File: config.mk
export PLATFORM = sky130hd
export DESIGN_NAME = ccp_channel
export DESIGN_NICKNAME = d
export VERILOG_FILES = /design/src/rtl/ccp_pkg.sv /design/src/rtl/ccp_pin_sync.sv /design/src/rtl/ccp_edge_fsm.sv /design/src/rtl/ccp_cmp_unit.sv /design/src/rtl/ccp_channel.sv
export SDC_FILE = /design/constraint.sdc
export NUM_CORES = 1
export LEC_CHECK = 0
export BUFFER_PORTS_ARGS = -buffer_cell sky130_fd_sc_hd__buf_2
export CORE_MARGIN = 4
export CORE_UTILIZATION = 50
export CTS_CLUSTER_SIZE = 12
export DETAILED_ROUTE_END_ITERATION = 8
export PLACE_DENSITY = 0.75
export SLEW_MARGIN = 30
export SYNTH_ARGS = -nofsm -noshare
export SYNTH_HDL_FRONTEND = slang
export SYNTH_SLANG_ARGS = --single-unit
File: constraint.sdc
create_clock -name clk -period 4.05 [get_ports clk]
set_clock_uncertainty 0.2 [all_clocks]
set_input_delay 0.81 -clock clk [delete_from_list [all_inputs] [get_ports clk]]
set_output_delay 0.81 -clock clk [all_outputs]
set_load 0.01 [all_outputs]
File: src/rtl/ccp_pkg.sv
package ccp_pkg;

    localparam int MB_POSCAP = 0;
    localparam int MB_NEGCAP = 1;
    localparam int MB_CMPEN  = 2;
    localparam int MB_MATCH  = 3;
    localparam int MB_TOGGLE = 4;
    localparam int MB_PWM    = 5;
    localparam int MB_WDOG   = 6;
    localparam int MODE_W    = 8;

    typedef enum logic [1:0] {
        SEL_MODE = 2'd0,
        SEL_LO   = 2'd1,
        SEL_HI   = 2'd2,
        SEL_NONE = 2'd3
    } wr_sel_e;

    typedef enum logic [1:0] {
        PEND_NONE = 2'b00,
        PEND_POS  = 2'b01,
        PEND_NEG  = 2'b10,
        PEND_BOTH = 2'b11
    } pend_e;

endpackage

File: src/rtl/ccp_pin_sync.sv
module ccp_pin_sync #(
    parameter int STAGES = 2
) (
    input  logic clk,
    input  logic rst_n,
    input  logic pin_in,
    output logic rise,
    output logic fall
);
    logic [STAGES-1:0] chain;
    logic              last;

    always_ff @(posedge clk or negedge rst_n) begin
        if (!rst_n) begin
            chain <= '1;
            last  <= 1'b1;
        end else begin
            chain <= {chain[STAGES-2:0], pin_in};
            last  <= chain[STAGES-1];
        end
    end

    assign rise =  chain[STAGES-1] & ~last;
    assign fall = ~chain[STAGES-1] &  last;
endmodule

File: src/rtl/ccp_edge_fsm.sv
module ccp_edge_fsm
    import ccp_pkg::*;
(
    input  logic  clk,
    input  logic  rst_n,
    input  logic  rise,
    input  logic  fall,
    input  logic  take_pos,
    input  logic  take_neg,
    input  logic  flush,
    output pend_e state,
    output logic  pos_pend,
    output logic  neg_pend
);
    pend_e state_nx;
    logic  keep_pos;
    logic  keep_neg;

    // state register
    always_ff @(posedge clk or negedge rst_n) begin
        if (!rst_n) state <= PEND_NONE;
        else        state <= state_nx;
    end

    // next state: take, rise, fall, flush
    always_comb begin
        keep_pos = 1'b0;
        keep_neg = 1'b0;
        unique case (state)
            PEND_NONE: ;
            PEND_POS:  keep_pos = ~take_pos;
            PEND_NEG:  keep_neg = ~take_neg;
            PEND_BOTH: begin
                keep_pos = ~take_pos;
                keep_neg = ~take_neg;
            end
            default: ;
        endcase
        if (flush) state_nx = PEND_NONE;
        else       state_nx = pend_e'({keep_neg | fall, keep_pos | rise});
    end

    // outputs
    always_comb begin
        pos_pend = 1'b0;
        neg_pend = 1'b0;
        unique case (state)
            PEND_NONE: ;
            PEND_POS:  pos_pend = 1'b1;
            PEND_NEG:  neg_pend = 1'b1;
            PEND_BOTH: begin
                pos_pend = 1'b1;
                neg_pend = 1'b1;
            end
            default: ;
        endcase
    end
endmodule

File: src/rtl/ccp_cmp_unit.sv
module ccp_cmp_unit
    import ccp_pkg::*;
#(
    parameter int BYTE_W = 8
) (
    input  logic [MODE_W-1:0] mode,
    input  logic              cnt_step,
    input  logic [BYTE_W-1:0] cnt_lo,
    input  logic [BYTE_W-1:0] cnt_hi,
    input  logic [BYTE_W-1:0] cmp_lo,
    input  logic [BYTE_W-1:0] cmp_hi,
    output logic              reload,
    output logic [BYTE_W-1:0] eff_lo,
    output logic              match_hit,
    output logic              pwm_drive,
    output logic              pwm_lvl
);
    localparam int WORD_W = 2 * BYTE_W;

    logic [WORD_W-1:0] cnt_word;
    logic [WORD_W-1:0] ref_word;

    always_comb begin
        reload    = cnt_step & mode[MB_PWM] & (cnt_lo == '0);
        eff_lo    = reload ? cmp_hi : cmp_lo;
        cnt_word  = {cnt_hi, cnt_lo};
        ref_word  = {cmp_hi, eff_lo};
        match_hit = cnt_step & mode[MB_CMPEN] & (cnt_word == ref_word);
        pwm_drive = cnt_step & mode[MB_PWM] & mode[MB_CMPEN];
        pwm_lvl   = (cnt_lo >= eff_lo);
    end
endmodule

File: src/rtl/ccp_channel.sv
module ccp_channel
    import ccp_pkg::*;
#(
    parameter int BYTE_W      = 8,
    parameter int SYNC_STAGES = 2,
    parameter bit WDT_EN      = 1'b1
) (
    input  logic              clk,
    input  logic              rst_n,
    input  logic              wr_en,
    input  logic [1:0]        wr_sel,
    input  logic [BYTE_W-1:0] wr_data,
    input  logic              flag_clr,
    input  logic              cnt_step,
    input  logic [BYTE_W-1:0] cnt_lo,
    input  logic [BYTE_W-1:0] cnt_hi,
    input  logic              pin_in,
    output logic              pin_out,
    output logic              flag,
    output logic [BYTE_W-1:0] cmp_lo,
    output logic [BYTE_W-1:0] cmp_hi,
    output logic [MODE_W-1:0] mode_q,
    output logic              wdt_rst
);
    localparam logic [MODE_W-1:0] MODE_MASK = WDT_EN ? 8'h7F : 8'h3F;

    logic              rise, fall;
    logic              pos_pend, neg_pend;
    pend_e             pend_st;
    logic              take_pos, take_neg, cap_fire;
    logic              reload, match_hit, pwm_drive, pwm_lvl;
    logic [BYTE_W-1:0] eff_lo;
    logic              wdog_armed, wdog_hit;
    logic              wr_mode, wr_lo, wr_hi;
    logic [MODE_W-1:0] mode_wdata;
    logic              mode_chg, en_ctl;

    ccp_pin_sync #(.STAGES(SYNC_STAGES)) u_sync (
        .clk   (clk),
        .rst_n (rst_n),
        .pin_in(pin_in),
        .rise  (rise),
        .fall  (fall)
    );

    ccp_edge_fsm u_edge (
        .clk     (clk),
        .rst_n   (rst_n),
        .rise    (rise),
        .fall    (fall),
        .take_pos(take_pos),
        .take_neg(take_neg),
        .flush   (mode_chg),
        .state   (pend_st),
        .pos_pend(pos_pend),
        .neg_pend(neg_pend)
    );

    ccp_cmp_unit #(.BYTE_W(BYTE_W)) u_cmp (
        .mode     (mode_q),
        .cnt_step (cnt_step),
        .cnt_lo   (cnt_lo),
        .cnt_hi   (cnt_hi),
        .cmp_lo   (cmp_lo),
        .cmp_hi   (cmp_hi),
        .reload   (reload),
        .eff_lo   (eff_lo),
        .match_hit(match_hit),
        .pwm_drive(pwm_drive),
        .pwm_lvl  (pwm_lvl)
    );

    generate
        if (WDT_EN) begin : g_wdog
            assign wdog_armed = mode_q[MB_WDOG];
        end else begin : g_no_wdog
            assign wdog_armed = 1'b0;
        end
    endgenerate

    always_comb begin
        wr_mode    = wr_en & (wr_sel == SEL_MODE);
        wr_lo      = wr_en & (wr_sel == SEL_LO);
        wr_hi      = wr_en & (wr_sel == SEL_HI);
        mode_wdata = wr_data[MODE_W-1:0] & MODE_MASK;
        mode_chg   = wr_mode & (mode_wdata != mode_q);
        en_ctl     = mode_q[MB_MATCH] | mode_q[MB_TOGGLE];
        take_pos   = cnt_step & mode_q[MB_POSCAP] & pos_pend;
        take_neg   = cnt_step & mode_q[MB_NEGCAP] & neg_pend;
        cap_fire   = take_pos | take_neg;
        wdog_hit   = match_hit & wdog_armed;
    end

    // register file and output drivers
    always_ff @(posedge clk or negedge rst_n) begin
        if (!rst_n) begin
            mode_q  <= '0;
            cmp_lo  <= '0;
            cmp_hi  <= '0;
            flag    <= 1'b0;
            pin_out <= 1'b1;
            wdt_rst <= 1'b0;
        end else begin
            if (wr_mode) begin
                mode_q <= mode_wdata;
            end else if (wr_lo && en_ctl) begin
                mode_q[MB_CMPEN] <= 1'b0;
            end else if (wr_hi && en_ctl) begin
                mode_q[MB_CMPEN] <= 1'b1;
            end

            if (wr_lo)         cmp_lo <= wr_data;
            else if (cap_fire) cmp_lo <= cnt_lo;
            else if (reload)   cmp_lo <= cmp_hi;

            if (wr_hi)         cmp_hi <= wr_data;
            else if (cap_fire) cmp_hi <= cnt_hi;

            if (cap_fire || (match_hit && !wdog_hit)) flag <= 1'b1;
            else if (flag_clr)                        flag <= 1'b0;

            if (pwm_drive) begin
                pin_out <= pwm_lvl;
            end else if (match_hit && !wdog_hit && mode_q[MB_TOGGLE]) begin
                pin_out <= ~pin_out;
            end

            wdt_rst <= wdog_hit;
        end
    end
endmodule

==> flow_metrics.tcl, run 1 <==
set metrics [dict create \
    post-route-period-util_pct 92.5 \
    finish.instance_area_um2 2380 \
    synth_edf_count 0 \
    r2r_start "mode_q[5]" \
    r2r_cells 10 \
    syn_nets 238 \
    clk_path_buf_depth 2 \
    ys_types 43 \
    core_um2 3690 \
    ios 59 \
    seq_area_um2 781 \
    layout_setup_ws_ns 0.304 \
    status "finished clean" \
    worst-setup-path-type "primary input to flop" \
    min_path_type "flop to flop" \
    worstSetupStartpointType "primary input" \
    initial_core_util_pct 52.3 \
    maxSlewViolCount 0 \
    vias 1701 \
    cts_root_buf "clkbuf_8" \
    fin_util_pct 64.5 \
    slew_headroom_pct 53.1 \
    cts_resized 0 \
    synth_warnings 0 \
    antenna_left 0 \
    p_leak_nw 1.17 \
    yosysMostFrequentCell "dfrtp_1" \
    synthToLayoutAreaGrowth_pct 23.4 \
    num_antenna_cells 0 \
    drt-initial-drc-count 129 \
    die_h_um 70.1 \
    gp_congestion 0.840 \
    cts_buffers 5 \
    synth_seq_cells 31 \
    synth_flop_cell "dfrtp_1" \
    die_area_um2 4910 \
    synth_top_cell_by_area "dfrtp_1" \
    hold_buffers 0 \
    nets 300 \
    async_flop_share_pct 100 \
    whs_path_depth 0 \
    dpl.hpwl_um 3840 \
    dpl_cell_area_um2 2280 \
    synthTopCellsByArea "dfrtp_1, mux2i_1, dfstp_2, xnor2_1, a21oi_1" \
    fin_total_pwr_mw 1.14 \
    clock_latency_ns 0.28 \
    clk_pin_slew_ns 0.06 \
    syn_area_per_cell_um2 9.69 \
    worstHoldStart "u_sync.chain[0]" \
    hold_path_end "u_sync.chain[1]" \
    power_density_nw_per_um2 480 \
    grt_pass1_wl_um 8280 \
    seq_area_frac_synth_pct 40.5 \
    post_cts_buffers 0 \
    vdd_drop_max_mv 0.280 \
    die_x_um 70.1 \
    cts_sinks 31 \
    grt_max_degree 32 \
    reg2reg_to "pin_out" \
    setup_violations 0 \
    multi_input_area_um2 1090 \
    grt_usage_pct 21.4 \
    required_ns 4.06 \
    finalHoldViolations 0 \
    grt_pass1_vias 1664 \
    io_buffers 57 \
    cts.htree.levels 2 \
    grt-ovfl-total 0 \
    dr.pass1.iters 4 \
    crit_path_end_kind "flop" \
    antenna_found_initial 0 \
    fin_crit_ns 3.75 \
    grt_setup_unrepaired "no" \
    fillers 343 \
    drive_gt1_share_pct 32.4 \
    worst_slew_pin_slew_ns 0.702 \
    critPathMaxFanout 9 \
    wirelength_um 4910 \
    post-place-ws_ns -0.00663 \
    cts_tree "built" \
    drc 0 \
    via_per_inst 5.49 \
    synth_top_area_share_pct 35.0 \
    synth_common_cells "dfrtp_1, nor2_1, a21oi_1" \
    synthCells 199 \
    max_cap_violations 0 \
    worst-endpoint-arrival_ns 3.76 \
    reg2reg_slack_ns 0.61 \
    wire_per_inst_um 15.8 \
    syn_area_um2 1930 \
    rows 22 \
    max_freq_mhz 267 \
]
[layer usage]
layer	wire, µm	global-route usage [%]	vias to the layer above
li1	-	-	842
met1	2280	30.1	800
met2	2220	32.6	54
met3	331	4.46	5
met4	78	7.02	0
met5	0	0	-
[registers in the layout (all words and copies together), names as in the netlist]
register      count
cmp_hi            8
cmp_lo            8
flag              1
mode_q            7
pin_out           1
u_edge.state      2
u_sync.chain      2
u_sync.last       1
wdt_rst           1
[final cells by class]
| class | instances | area share (%) |
|---|---|---|
| tap | 48 | 2.52 |
| timing repair buffer | 62 | 13.6 |
| multi-input combinational | 154 | 45.8 |
| clock buffer | 8 | 4.21 |
| sequential | 31 | 32.8 |
| inverter | 7 | 1.10 |
[worst max path at each step]
stage               startpoint      end  slack [ns]  cells past startpoint
detailed placement   cnt_lo[5]  pin_out      -0.007                     11
floorplan            cnt_lo[5]  pin_out        0.15                     10
CTS                  cnt_lo[5]  pin_out        0.29                     11
global placement     cnt_lo[5]  pin_out        0.06                     11
global route         cnt_lo[5]  pin_out        0.21                     11
finish               cnt_lo[5]  pin_out        0.30                     11
[power breakdown]
part           switching [mW]  internal, mW  leakage [nW]
logic                   0.210         0.195         0.767
registers              0.0868         0.386         0.352
clock network           0.108         0.155        0.0515
total                   0.405         0.736          1.17
[kinds of logic (layout without fill, tap and decap cells)]
group / after synthesis / count (layout) / synth area share (%)
adders and majority gates: 7 / 7 / 4.54
AOI/OAI and AO/OA: 48 / 48 / 16.3
DFF: 31 / 31 / 40.5
other: 1 / 1 / 0.194
and+or+nand+nor: 62 / 62 / 17.1
xor gates and xnor gates: 15 / 15 / 6.81
buffers and inverters: 14 / 77 / 3.11
muxes: 21 / 21 / 11.5
[critical path, cell delays in order]
cell,delay [ns]
buf_2,0.11
nor4_2,0.32
nand3_1,0.16
buf_4,0.22
mux2i_1,0.15
ha_1,0.30
nand4_1,0.09
or4_1,0.51
or4b_4,0.51
or4_1,0.41
a31oi_1,0.17
[per-stage QoR]
| stage | TNS (ns) | hold slack, ns | std cells |
|---|---|---|---|
| 2_1_floorplan | 0 | 0.145 | 199 |
| 5_1_grt | 0 | 0.165 | 310 |
| 3_3_place_gp | 0 | 0.146 | 302 |
| 4_1_cts | 0 | 0.164 | 310 |
| 3_5_place_dp | -0.00663 | 0.156 | 302 |
| 6_report | 0 | 0.164 | 310 |
[cell usage in the layout (no fill, tap or decap), types with 4 or more instances in the layout]
cell type	count
o21ai_0	7
ha_1	7
buf_2	57
o21ai_1	4
inv_1	7
nor2b_1	4
xnor2_1	12
nand3_1	4
nand4_1	6
clkbuf_8	7
mux2_2	4
nor2_1	20
dfstp_2	4
nand2_1	16
dfrtp_1	27
a21oi_1	19
mux2i_1	15
buf_4	5
No activity file was read; power rests on OpenSTA's default activity.
==> run 2, diff against run 1 <==
--- a/config.mk
+++ b/config.mk
@@ -8,8 +8,10 @@
 export BUFFER_PORTS_ARGS = -buffer_cell sky130_fd_sc_hd__buf_2
 export CORE_MARGIN = 4
 export CORE_UTILIZATION = 50
+export CTS_BUF_LIST = sky130_fd_sc_hd__clkbuf_16
 export CTS_CLUSTER_SIZE = 12
 export DETAILED_ROUTE_END_ITERATION = 8
+export HOLD_SLACK_MARGIN = 0.05
 export PLACE_DENSITY = 0.75
 export SLEW_MARGIN = 30
 export SYNTH_ARGS = -nofsm -noshare
==> run 2 against run 1 <==
Flip-flop and latch count unchanged. Sequential share of layout area down 0.49 points. Combinational power about the same. Critical path depth unchanged. Global-route usage about the same. Count of clock-buffer cells in the layout down 3. Die area unchanged. Sequential power about the same. Non-clock buffer count unchanged. First-iteration DRC count up 24%. Worst hold slack worse by 0.0010 ns. Core utilization up 0.98 points. Largest power group unchanged.
==> flow_metrics.tcl, run 2 (synthesis results as in run 1) <==
set metrics [dict create \
    worst-setup-path-type "primary input to flop" \
    p_leak_nw 1.19 \
    fin_util_pct 65.5 \
    grt_usage_pct 21.4 \
    grt_max_degree 32 \
    num_antenna_cells 0 \
    dr.pass1.iters 4 \
    drive_gt1_share_pct 31.7 \
    status "finished clean" \
    dpl.hpwl_um 3840 \
    use_met1_pct 29.7 \
    top_regs "cmp_hi x8, cmp_lo x8, mode_q x7" \
    worst_slew_pin_slew_ns 0.705 \
    mostFrequentLayoutCells "buf_2, dfrtp_1, nor2_1" \
    cts_buffers 5 \
    io_buffers 57 \
    grt_busiest_layer "met2" \
    vias 1711 \
    worstSetupStartpointType "primary input" \
    cts_resized 0 \
    critPathMaxFanout 9 \
    die_area_um2 4910 \
    cts_tree "built" \
    met2_usage_pct 32.3 \
    grt-ovfl-total 0 \
    wirelength_um 4900 \
    max_cap_violations 0 \
    grt_setup_unrepaired "no" \
    cts.htree.levels 2 \
    die_x_um 70.1 \
    pwr-share-comb_pct 33.2 \
    netSwitchingPower_mw 0.416 \
    fillers 338 \
    clk_pin_slew_ns 0.05 \
    cts_sinks 31 \
    vdd_drop_max_mv 0.320 \
    fin_crit_ns 3.77 \
    drc 0 \
    cts_root_buf "clkbuf_16" \
    mostFrequentLayoutCell "buf_2" \
    clock_latency_ns 0.27 \
    rows 22 \
    grtUsageMet3_pct 5.32 \
    antenna_left 0 \
    post-route-period-util_pct 93.0 \
    holdWs_ns 0.163 \
    finalHoldViolations 0 \
    slew_headroom_pct 52.9 \
    nets 300 \
    gp_congestion 0.840 \
    antenna_found_initial 0 \
    worst-endpoint-arrival_ns 3.77 \
    p_int_mw 0.802 \
    wire_per_inst_um 15.8 \
    core_um2 3690 \
    maxSlewViolCount 0 \
    min_path_type "flop to flop" \
    synthToLayoutAreaGrowth_pct 25.3 \
    swShare_pct 34.2 \
    grt_pass1_vias 1671 \
    clk_path_buf_depth 2 \
    power_density_nw_per_um2 505 \
    via_per_inst 5.52 \
    drt-initial-drc-count 160 \
    max_freq_mhz 265 \
    hold_buffers 0 \
    post_cts_buffers 0 \
    grt_pass1_wl_um 8280 \
    ios 59 \
    crit_path_end_kind "flop" \
    die_h_um 70.1 \
    initial_core_util_pct 52.3 \
    pwr-share-seq_pct 38.9 \
    required_ns 4.05 \
    pwr-share-clk_pct 28.0 \
    setup_violations 0 \
]
-- run 2: worst paths after layout --
check	from	to	slack, ns	cells after the start
max in group asynchronous	rst_n	cmp_hi[2]	2.83	1
max reg2reg	mode_q[5]	pin_out	0.62	10
min reg2reg	u_sync.chain[0]	u_sync.chain[1]	0.16	0
min	u_sync.chain[0]	u_sync.chain[1]	0.16	0
max	cnt_lo[5]	pin_out	0.28	11
min in group asynchronous	rst_n	u_edge.state[0]	0.38	1
-- run 2: power groups by stage --
stage	Combinational [mW]	Clock, mW	Sequential [mW]
4_1_cts	0.406	0.346	0.472
3_5_place_dp	0.405	0	0.476
3_3_place_gp	0.399	0	0.475
5_1_grt	0.450	0.359	0.486
6_report	0.404	0.341	0.474
2_1_floorplan	0.222	0	0.488
-- run 2: area by class of cell --
cell class / instances / area (µm²) / area share (%)
inverters: 7 / 26.3 / 1.09
clock inverters: 3 / 11.3 / 0.466
flip-flops and latches: 31 / 781 / 32.3
clock buffers: 5 / 125 / 5.18
well taps: 48 / 60.1 / 2.49
multi-input cells: 154 / 1090 / 45.1
repair buffers: 62 / 323 / 13.4
-- run 2: worst max-delay path: stages --
cell and delay [ns]:
buf_2 0.11, nor4_2 0.33, nand3_1 0.16, buf_4 0.21
mux2i_1 0.15, ha_1 0.30, nand4_1 0.09, or4_1 0.51
or4b_4 0.51, or4_1 0.41, a31oi_1 0.17
-- run 2: stage by stage --
| stage | power, mW | setup slack (ns) | TNS [ns] | instances | instance area (µm²) |
|---|---|---|---|---|---|
| 2_1_floorplan | 0.710 | 0.148 | 0 | 199 | 1930 |
| 3_3_place_gp | 0.874 | 0.0644 | 0 | 302 | 2280 |
| 3_5_place_dp | 0.882 | -0.00663 | -0.00663 | 302 | 2280 |
| 4_1_cts | 1.22 | 0.277 | 0 | 310 | 2410 |
| 5_1_grt | 1.30 | 0.192 | 0 | 310 | 2420 |
| 6_report | 1.22 | 0.282 | 0 | 310 | 2420 |
-- run 2: layer usage --
layer  up-vias  share of wire [%]
met5         -                  0
met2        61                 46
li1        845                  -
met4         0                1.3
met3         7                7.3
met1       798                 45
